File: config.mk
export PLATFORM = sky130hd
export DESIGN_NAME = uart_tick_gen
export DESIGN_NICKNAME = d
export VERILOG_FILES = /design/src/rtl/utg_pkg.sv /design/src/rtl/utg_src_sel.sv /design/src/rtl/utg_down_cnt.sv /design/src/rtl/utg_frame_div.sv /design/src/rtl/uart_tick_gen.sv
export SDC_FILE = /design/constraint.sdc
export NUM_CORES = 1
export LEC_CHECK = 0
export BUFFER_PORTS_ARGS = -buffer_cell sky130_fd_sc_hd__buf_4
export CAP_MARGIN = 20
export CORE_MARGIN = 2
export CORE_UTILIZATION = 35
export DETAILED_ROUTE_END_ITERATION = 16
export PLACE_DENSITY = 0.55
export SETUP_SLACK_MARGIN = 0.4
export SLEW_MARGIN = 20
export SYNTH_ARGS = -nofsm -noshare
export SYNTH_HDL_FRONTEND = slang
export SYNTH_HIERARCHICAL = 1
export SYNTH_SLANG_ARGS = --single-unit
File: constraint.sdc
create_clock -name clk -period 3.3 [get_ports clk]
set_input_delay 0.66 -clock clk [delete_from_list [all_inputs] [get_ports clk]]
set_output_delay 0.66 -clock clk [all_outputs]
set_load 0.01 [all_outputs]
File: src/rtl/utg_pkg.sv
// Package: shared types for the UART transfer-clock generator.
// Assumes: source codes are fixed by the select field encoding.
package utg_pkg;

    // Source select encoding
    typedef enum logic [1:0] {
        SRC_INT = 2'd0,
        SRC_LS  = 2'd1,
        SRC_HS  = 2'd2,
        SRC_EXT = 2'd3
    } src_e;

    // True when the source is followed by the power-of-two prescaler
    function automatic logic src_scaled(input src_e s);
        return (s == SRC_INT) || (s == SRC_HS);
    endfunction

endpackage

File: src/rtl/utg_src_sel.sv
// Module: utg_src_sel
// Picks one of four strobes. For the internal and high-speed sources it
// passes only every 2^div_sel-th strobe.
// Assumes: all strobes are single-cycle enables in the clk domain. The
// prescale count restarts whenever the generator is disabled.
module utg_src_sel
    import utg_pkg::*;
#(
    parameter int PRE_W = 2
) (
    input  logic             clk,
    input  logic             rst_n,
    input  logic             en_i,
    input  logic [1:0]       src_i,
    input  logic [PRE_W-1:0] div_i,
    input  logic [3:0]       stb_i,
    output logic             pass_o
);
    localparam int MAX_SH = (1 << PRE_W) - 1;
    localparam int PC_W   = (MAX_SH > 0) ? MAX_SH : 1;

    src_e            src;
    logic            raw;
    logic            scaled;
    logic [PC_W-1:0] pre_q;
    logic [PC_W-1:0] mask;

    // Decode the selected strobe and the prescale mask
    always_comb begin
        src    = src_e'(src_i);
        raw    = stb_i[src_i];
        scaled = src_scaled(src);
        mask   = ~({PC_W{1'b1}} << div_i);
        pass_o = en_i && raw && (!scaled || ((pre_q & mask) == mask));
    end

    // Count selected strobes for the prescaler
    always_ff @(posedge clk) begin
        if (!rst_n)
            pre_q <= '0;
        else if (!en_i)
            pre_q <= '0;
        else if (raw && scaled)
            pre_q <= pre_q + 1'b1;
    end

    // prescaler is restarted while disabled
    a_r7_pre_clear: assert property (@(posedge clk) disable iff (!rst_n)
        !en_i |=> (pre_q == '0));

endmodule

File: src/rtl/utg_down_cnt.sv
// Module: utg_down_cnt
// Reloadable down counter. It loads reload_i on the first enabled cycle
// (ignoring that cycle's strobe) and on each underflow. One extra strobe
// is consumed in periods picked by the trim spread.
// Assumes: slot_i is the frame position of the current period.
module utg_down_cnt #(
    parameter int CNT_W  = 8,
    parameter int TRIM_W = 4
) (
    input  logic              clk,
    input  logic              rst_n,
    input  logic              en_i,
    input  logic              pass_i,
    input  logic [CNT_W-1:0]  reload_i,
    input  logic [TRIM_W-1:0] trim_i,
    input  logic [TRIM_W-1:0] slot_i,
    output logic              uf_o,
    output logic              tick16_o
);
    localparam int PW = 2 * TRIM_W;

    logic [CNT_W-1:0] cnt_q;
    logic             extra_q;
    logic             loaded_q;

    // True when period 'slot' of the frame gets one extra strobe for trim n
    function automatic logic trim_hit(input logic [TRIM_W-1:0] slot,
                                      input logic [TRIM_W-1:0] n);
        logic [PW-1:0] p0;
        logic [PW-1:0] p1;
        p0 = PW'(slot) * PW'(n);
        p1 = p0 + PW'(n);
        return p1[PW-1:TRIM_W] != p0[PW-1:TRIM_W];
    endfunction

    // Underflow: last strobe of the period arrives
    always_comb begin
        uf_o = en_i && loaded_q && pass_i && (cnt_q == '0) && !extra_q;
    end

    // Load, count down, take the trim strobe, reload on underflow
    always_ff @(posedge clk) begin
        if (!rst_n) begin
            cnt_q    <= '0;
            extra_q  <= 1'b0;
            loaded_q <= 1'b0;
            tick16_o <= 1'b0;
        end else begin
            tick16_o <= uf_o;
            if (!en_i) begin
                loaded_q <= 1'b0;
            end else if (!loaded_q) begin
                loaded_q <= 1'b1;
                cnt_q    <= reload_i;
                extra_q  <= trim_hit('0, trim_i);
            end else if (pass_i) begin
                if (cnt_q != '0) begin
                    cnt_q <= cnt_q - 1'b1;
                end else if (extra_q) begin
                    extra_q <= 1'b0;
                end else begin
                    cnt_q   <= reload_i;
                    extra_q <= trim_hit(slot_i + 1'b1, trim_i);
                end
            end
        end
    end

    // each passed strobe steps a nonzero count down by one
    a_r3_cnt_step: assert property (@(posedge clk) disable iff (!rst_n)
        (en_i && loaded_q && pass_i && cnt_q != '0) |=> (cnt_q == $past(cnt_q) - 1'b1));

    // no sampling tick after a disabled cycle
    a_r7_quiet_off: assert property (@(posedge clk) disable iff (!rst_n)
        !en_i |=> !tick16_o);

endmodule

File: src/rtl/utg_frame_div.sv
// Module: utg_frame_div
// Divide-by-16 frame counter. It tracks the period position in the frame
// and flags the underflow that ends the last period.
// Assumes: uf_i is a single-cycle underflow strobe. Cleared when disabled.
module utg_frame_div #(
    parameter int TRIM_W = 4
) (
    input  logic              clk,
    input  logic              rst_n,
    input  logic              en_i,
    input  logic              uf_i,
    output logic [TRIM_W-1:0] slot_o,
    output logic              tick1_o
);
    // Advance the frame position and emit the bit-rate tick
    always_ff @(posedge clk) begin
        if (!rst_n) begin
            slot_o  <= '0;
            tick1_o <= 1'b0;
        end else begin
            tick1_o <= uf_i && (slot_o == {TRIM_W{1'b1}});
            if (!en_i)
                slot_o <= '0;
            else if (uf_i)
                slot_o <= slot_o + 1'b1;
        end
    end

    // frame position steps once per underflow
    a_r6_slot_step: assert property (@(posedge clk) disable iff (!rst_n)
        (en_i && uf_i) |=> (slot_o == $past(slot_o) + 1'b1));

    // frame restarts while disabled
    a_r7_slot_clear: assert property (@(posedge clk) disable iff (!rst_n)
        !en_i |=> (slot_o == '0));

endmodule

File: src/rtl/uart_tick_gen.sv
// Module: uart_tick_gen (top)
// UART transfer-clock generator: source select, optional prescaler,
// trimmed reloadable down counter, and divide-by-16 bit tick.
// Assumes: the strobes are synchronous enables. The frame length is 2^TRIM_W.
module uart_tick_gen #(
    parameter int CNT_W  = 8,
    parameter int TRIM_W = 4,
    parameter int PRE_W  = 2
) (
    input  logic              clk,
    input  logic              rst_n,
    input  logic              gen_en,
    input  logic [1:0]        src_sel,
    input  logic [PRE_W-1:0]  div_sel,
    input  logic [CNT_W-1:0]  reload_val,
    input  logic [TRIM_W-1:0] trim_val,
    input  logic              stb_int,
    input  logic              stb_ls,
    input  logic              stb_hs,
    input  logic              stb_ext,
    output logic              tick16_o,
    output logic              tick1_o
);
    logic [3:0]        stb_vec;
    logic              pass;
    logic              uf;
    logic [TRIM_W-1:0] slot;

    // Order strobes by their source code
    always_comb begin
        stb_vec = {stb_ext, stb_hs, stb_ls, stb_int};
    end

    utg_src_sel #(.PRE_W(PRE_W)) u_sel (
        .clk(clk), .rst_n(rst_n), .en_i(gen_en), .src_i(src_sel),
        .div_i(div_sel), .stb_i(stb_vec), .pass_o(pass)
    );

    utg_down_cnt #(.CNT_W(CNT_W), .TRIM_W(TRIM_W)) u_cnt (
        .clk(clk), .rst_n(rst_n), .en_i(gen_en), .pass_i(pass),
        .reload_i(reload_val), .trim_i(trim_val), .slot_i(slot),
        .uf_o(uf), .tick16_o(tick16_o)
    );

    utg_frame_div #(.TRIM_W(TRIM_W)) u_frame (
        .clk(clk), .rst_n(rst_n), .en_i(gen_en), .uf_i(uf),
        .slot_o(slot), .tick1_o(tick1_o)
    );

    // the bit tick only comes with a sampling tick
    a_r6_tick1_with16: assert property (@(posedge clk) disable iff (!rst_n)
        tick1_o |-> tick16_o);

    // reset leaves both ticks low
    a_r1_reset_quiet: assert property (@(posedge clk)
        !rst_n |=> (!tick16_o && !tick1_o));

endmodule

==> flow_summary.yaml <==
run_status:
  status: "completed"
clock_network:
  cts_tree: "done"
  clk_path_buf_depth: 2
  h-tree-depth: 1
  insertion_delay_ns: 0.26
  hold_buffers: 0
  path_clk_slew_ns: 0.07
  cts_root_buf: "clkbuf_8"
  numCtsBuffers: 3
  cts.sinks: 19
die:
  die-area_sq_mm: 0.00469
  core.rowCount: 23
  die_y_um: 68.5
  initial_core_util_pct: 36.4
  core-area_sq_mm: 0.00400
  die_w_um: 68.5
  io_pins: 25
pwr:
  irDropWorstVdd_v: 0.000179
  p_per_area_mw_per_mm2: 330
  p_leak_nw: 0.716
grt:
  grt_remaining_overflow: 0
  grt_max_degree: 16
  antenna_found_initial: 0
  grt_pass1_vias: 1424
  grt_use_total_pct: 17.3
  grt_pass1_wl_um: 6200
sta:
  max_freq_mhz: 331
  setup_viol: 0
  hold_viol_final: 0
  slew_violations: 0
  min_period_ns: 3.02
  slew_headroom_pct: 57.8
  timing.setup.tns_ns: 0
  fin_worst_skew_ns: 0.00442
  rsz0062_at_grt: "yes"
  tightestPinTransition_ns: 0.629
  post-route-period-util_pct: 91.5
min_path:
  min-delay-start: "u_frame/slot_o[3]$_SDFFE_PN0P_"
  hp-class: "register to register"
  whs_endpoint: "u_frame/tick1_o$_SDFF_PN0_"
  holdPathStages: 2
finish:
  final_common_cell: "buf_4"
  diodes: 0
  layout_common_cells: "buf_4, dfxtp_1, nor2_1, ha_1, nand2_1"
  area_growth_pct: 21.0
  drive_gt1_share_pct: 21.2
  fin_util_pct: 44.0
  nets: 237
drt:
  drc_errors: 0
  drt-met1-wl_um: 1620
  antenna_left: 0
  highest_layer: "met4"
  wl_met3_um: 143
  vias_per_cell: 5.67
  dr.first_iter.drc_count: 57
  vias: 1405
  met2WireLength_um: 1820
  avgRoutedWirePerCell_um: 14.5
  wl_um: 3610
  drt-pass1-iter-count: 4
worst_setup_path:
  r2r_cells: 11
  critPathArrivalTime_ns: 3.21
  critPathLaunchType: "register"
  reg2reg_from: "u_frame/slot_o[0]$_SDFFE_PN0P_"
  path_class: "register to register"
  worst_setup_path_end_kind: "register"
  regToRegEndpoint: "u_cnt/extra_q$_SDFFE_PN0P_"
  worstPathRequired_ns: 3.49
  ff2ff_setup_slack_ns: 0.28
  crit_fanout: 2
synth:
  synth_top_family_by_area: "simple AND/OR/NAND/NOR gates"
  ys_seq_area_share_pct: 26.1
  synth_cell_types: 55
  synthMuxAreaShare_pct: 4.21
  synth_flop_cell: "dfxtp_1"
  ys_warn_count: 6
  synth-xor-area-share_pct: 1.80
  synth-compound-area-share_pct: 21.7
  synthSimpleGateAreaFrac_pct: 27.4
  synthArstFlopShare_pct: 0
  syn_area_per_cell_sq_um: 8.47
  synthCells: 172
  synth_seq_cells: 19
  synth-adder-area-share_pct: 14.4
  syn-num-nets: 210
  syn_area_sq_mm: 0.00146
  synth_edf_count: 0
placed_design:
  hpwlAfterDp_um: 2760
  io_buffers: 24
  place_congestion: 0.842
job:
  maxCapViolCount: 0
==> synth_stat cells, types with 2 or more instances <==
master,number,share of area [%]
nor3_1,3,1.0
o32ai_1,2,1.2
o21ai_0,8,2.7
nor2_1,11,2.8
ha_1,12,10
nor4_1,2,0.86
nand3b_1,2,1.0
nand2b_1,3,1.3
a31oi_1,2,0.86
inv_1,7,1.8
xor2_1,2,1.2
nor4b_1,2,1.2
and2_1,5,2.1
o31a_1,2,1.2
or3_1,3,1.3
mux2i_1,5,3.4
nand3_1,8,2.7
nand4_1,6,2.6
dfxtp_1,19,26
a211oi_1,3,1.5
o21ai_1,2,0.69
buf_2,2,0.69
clkbuf_1,2,0.52
nand2_1,10,2.6
fa_1,3,4.1
a21oi_1,9,3.1
nor2b_1,6,2.6
o311ai_0,3,1.8
o211ai_1,2,1.0
==> sequential cells by signal, summed over array words and instances, names as in the netlist <==
| register | count |
|---|---|
| u_frame/slot_o | 4 |
| u_cnt/loaded_q | 1 |
| u_frame/tick1_o | 1 |
| u_cnt/tick16_o | 1 |
| u_cnt/cnt_q | 8 |
| u_sel/pre_q | 3 |
| u_cnt/extra_q | 1 |
==> metal layers <==
metal | up-vias | global-route usage, %
met5 | - | 0
li1 | 698 | -
met4 | 0 | 5.25
met2 | 35 | 30.6
met1 | 668 | 20.4
met3 | 4 | 4.22
==> logic make-up after synthesis <==
logic type                 after synthesis
xor gates and xnor gates                 3
adders and majority gates               15
and+or+nand+nor                         70
AOI/OAI and AO/OA                       46
buffers and inverters                   13
muxes                                    6
DFF                                     19
==> repair_timing <==
item,in CTS,in global routing
buffers inserted,1,0
pin swaps,1,0
resized for setup,1,2
cloned,0,0
setup endpoints to repair,1,1
==> cell type report <==
class	instances	area, sq um
Timing Repair Buffer	28	210
Sequential cell	19	383
Inverter	7	26.3
Fill cell	400	2240
Clock inverter	1	5.00
Tap cell	50	62.6
Multi-Input combinational cell	140	1030
Clock buffer	3	41.3
==> worst max-delay path by stage <==
stage | startpoint | to | slack [ns]
after floorplan | trim_val[3] | u_cnt/extra_q$_SDFFE_PN0P_ | 0.38
final | u_frame/slot_o[0]$_SDFFE_PN0P_ | u_cnt/extra_q$_SDFFE_PN0P_ | 0.28
after global placement | trim_val[3] | u_cnt/extra_q$_SDFFE_PN0P_ | 0.23
after detailed placement | trim_val[3] | u_cnt/extra_q$_SDFFE_PN0P_ | 0.17
after CTS | u_frame/slot_o[0]$_SDFFE_PN0P_ | u_cnt/extra_q$_SDFFE_PN0P_ | 0.26
after global routing | u_frame/slot_o[0]$_SDFFE_PN0P_ | u_cnt/extra_q$_SDFFE_PN0P_ | 0.15
==> report_power, final <==
group / internal (mW) / switching (mW) / total, mW
clock: 0.0840 / 0.0817 / 0.166
sequential: 0.239 / 0.0169 / 0.256
combinational: 0.0738 / 0.0852 / 0.159
total: 0.397 / 0.184 / 0.581
==> worst max-delay path, stage by stage (launching register included) <==
cell and delay (ns):
dfxtp_2 0.33, ha_1 0.21, xor2_2 0.16, nand2_1 0.08
fa_1 0.48, inv_1 0.05, fa_1 0.53, fa_1 0.46
ha_4 0.29, o211ai_1 0.08, a21o_1 0.16, a21oi_1 0.12
==> per-stage QoR <==
step	hold slack (ns)	instance area [sq um]	setup slack (ns)	power (mW)	instances
3_5_place_dp	0.478	1690	0.167	0.415	243
5_1_grt	0.510	1760	0.152	0.620	248
3_3_place_gp	0.470	1690	0.230	0.413	243
2_1_floorplan	0.450	1460	0.375	0.358	172
6_report	0.485	1760	0.282	0.581	248
4_1_cts	0.490	1740	0.261	0.584	248
Power figures use the tool's default switching activity.
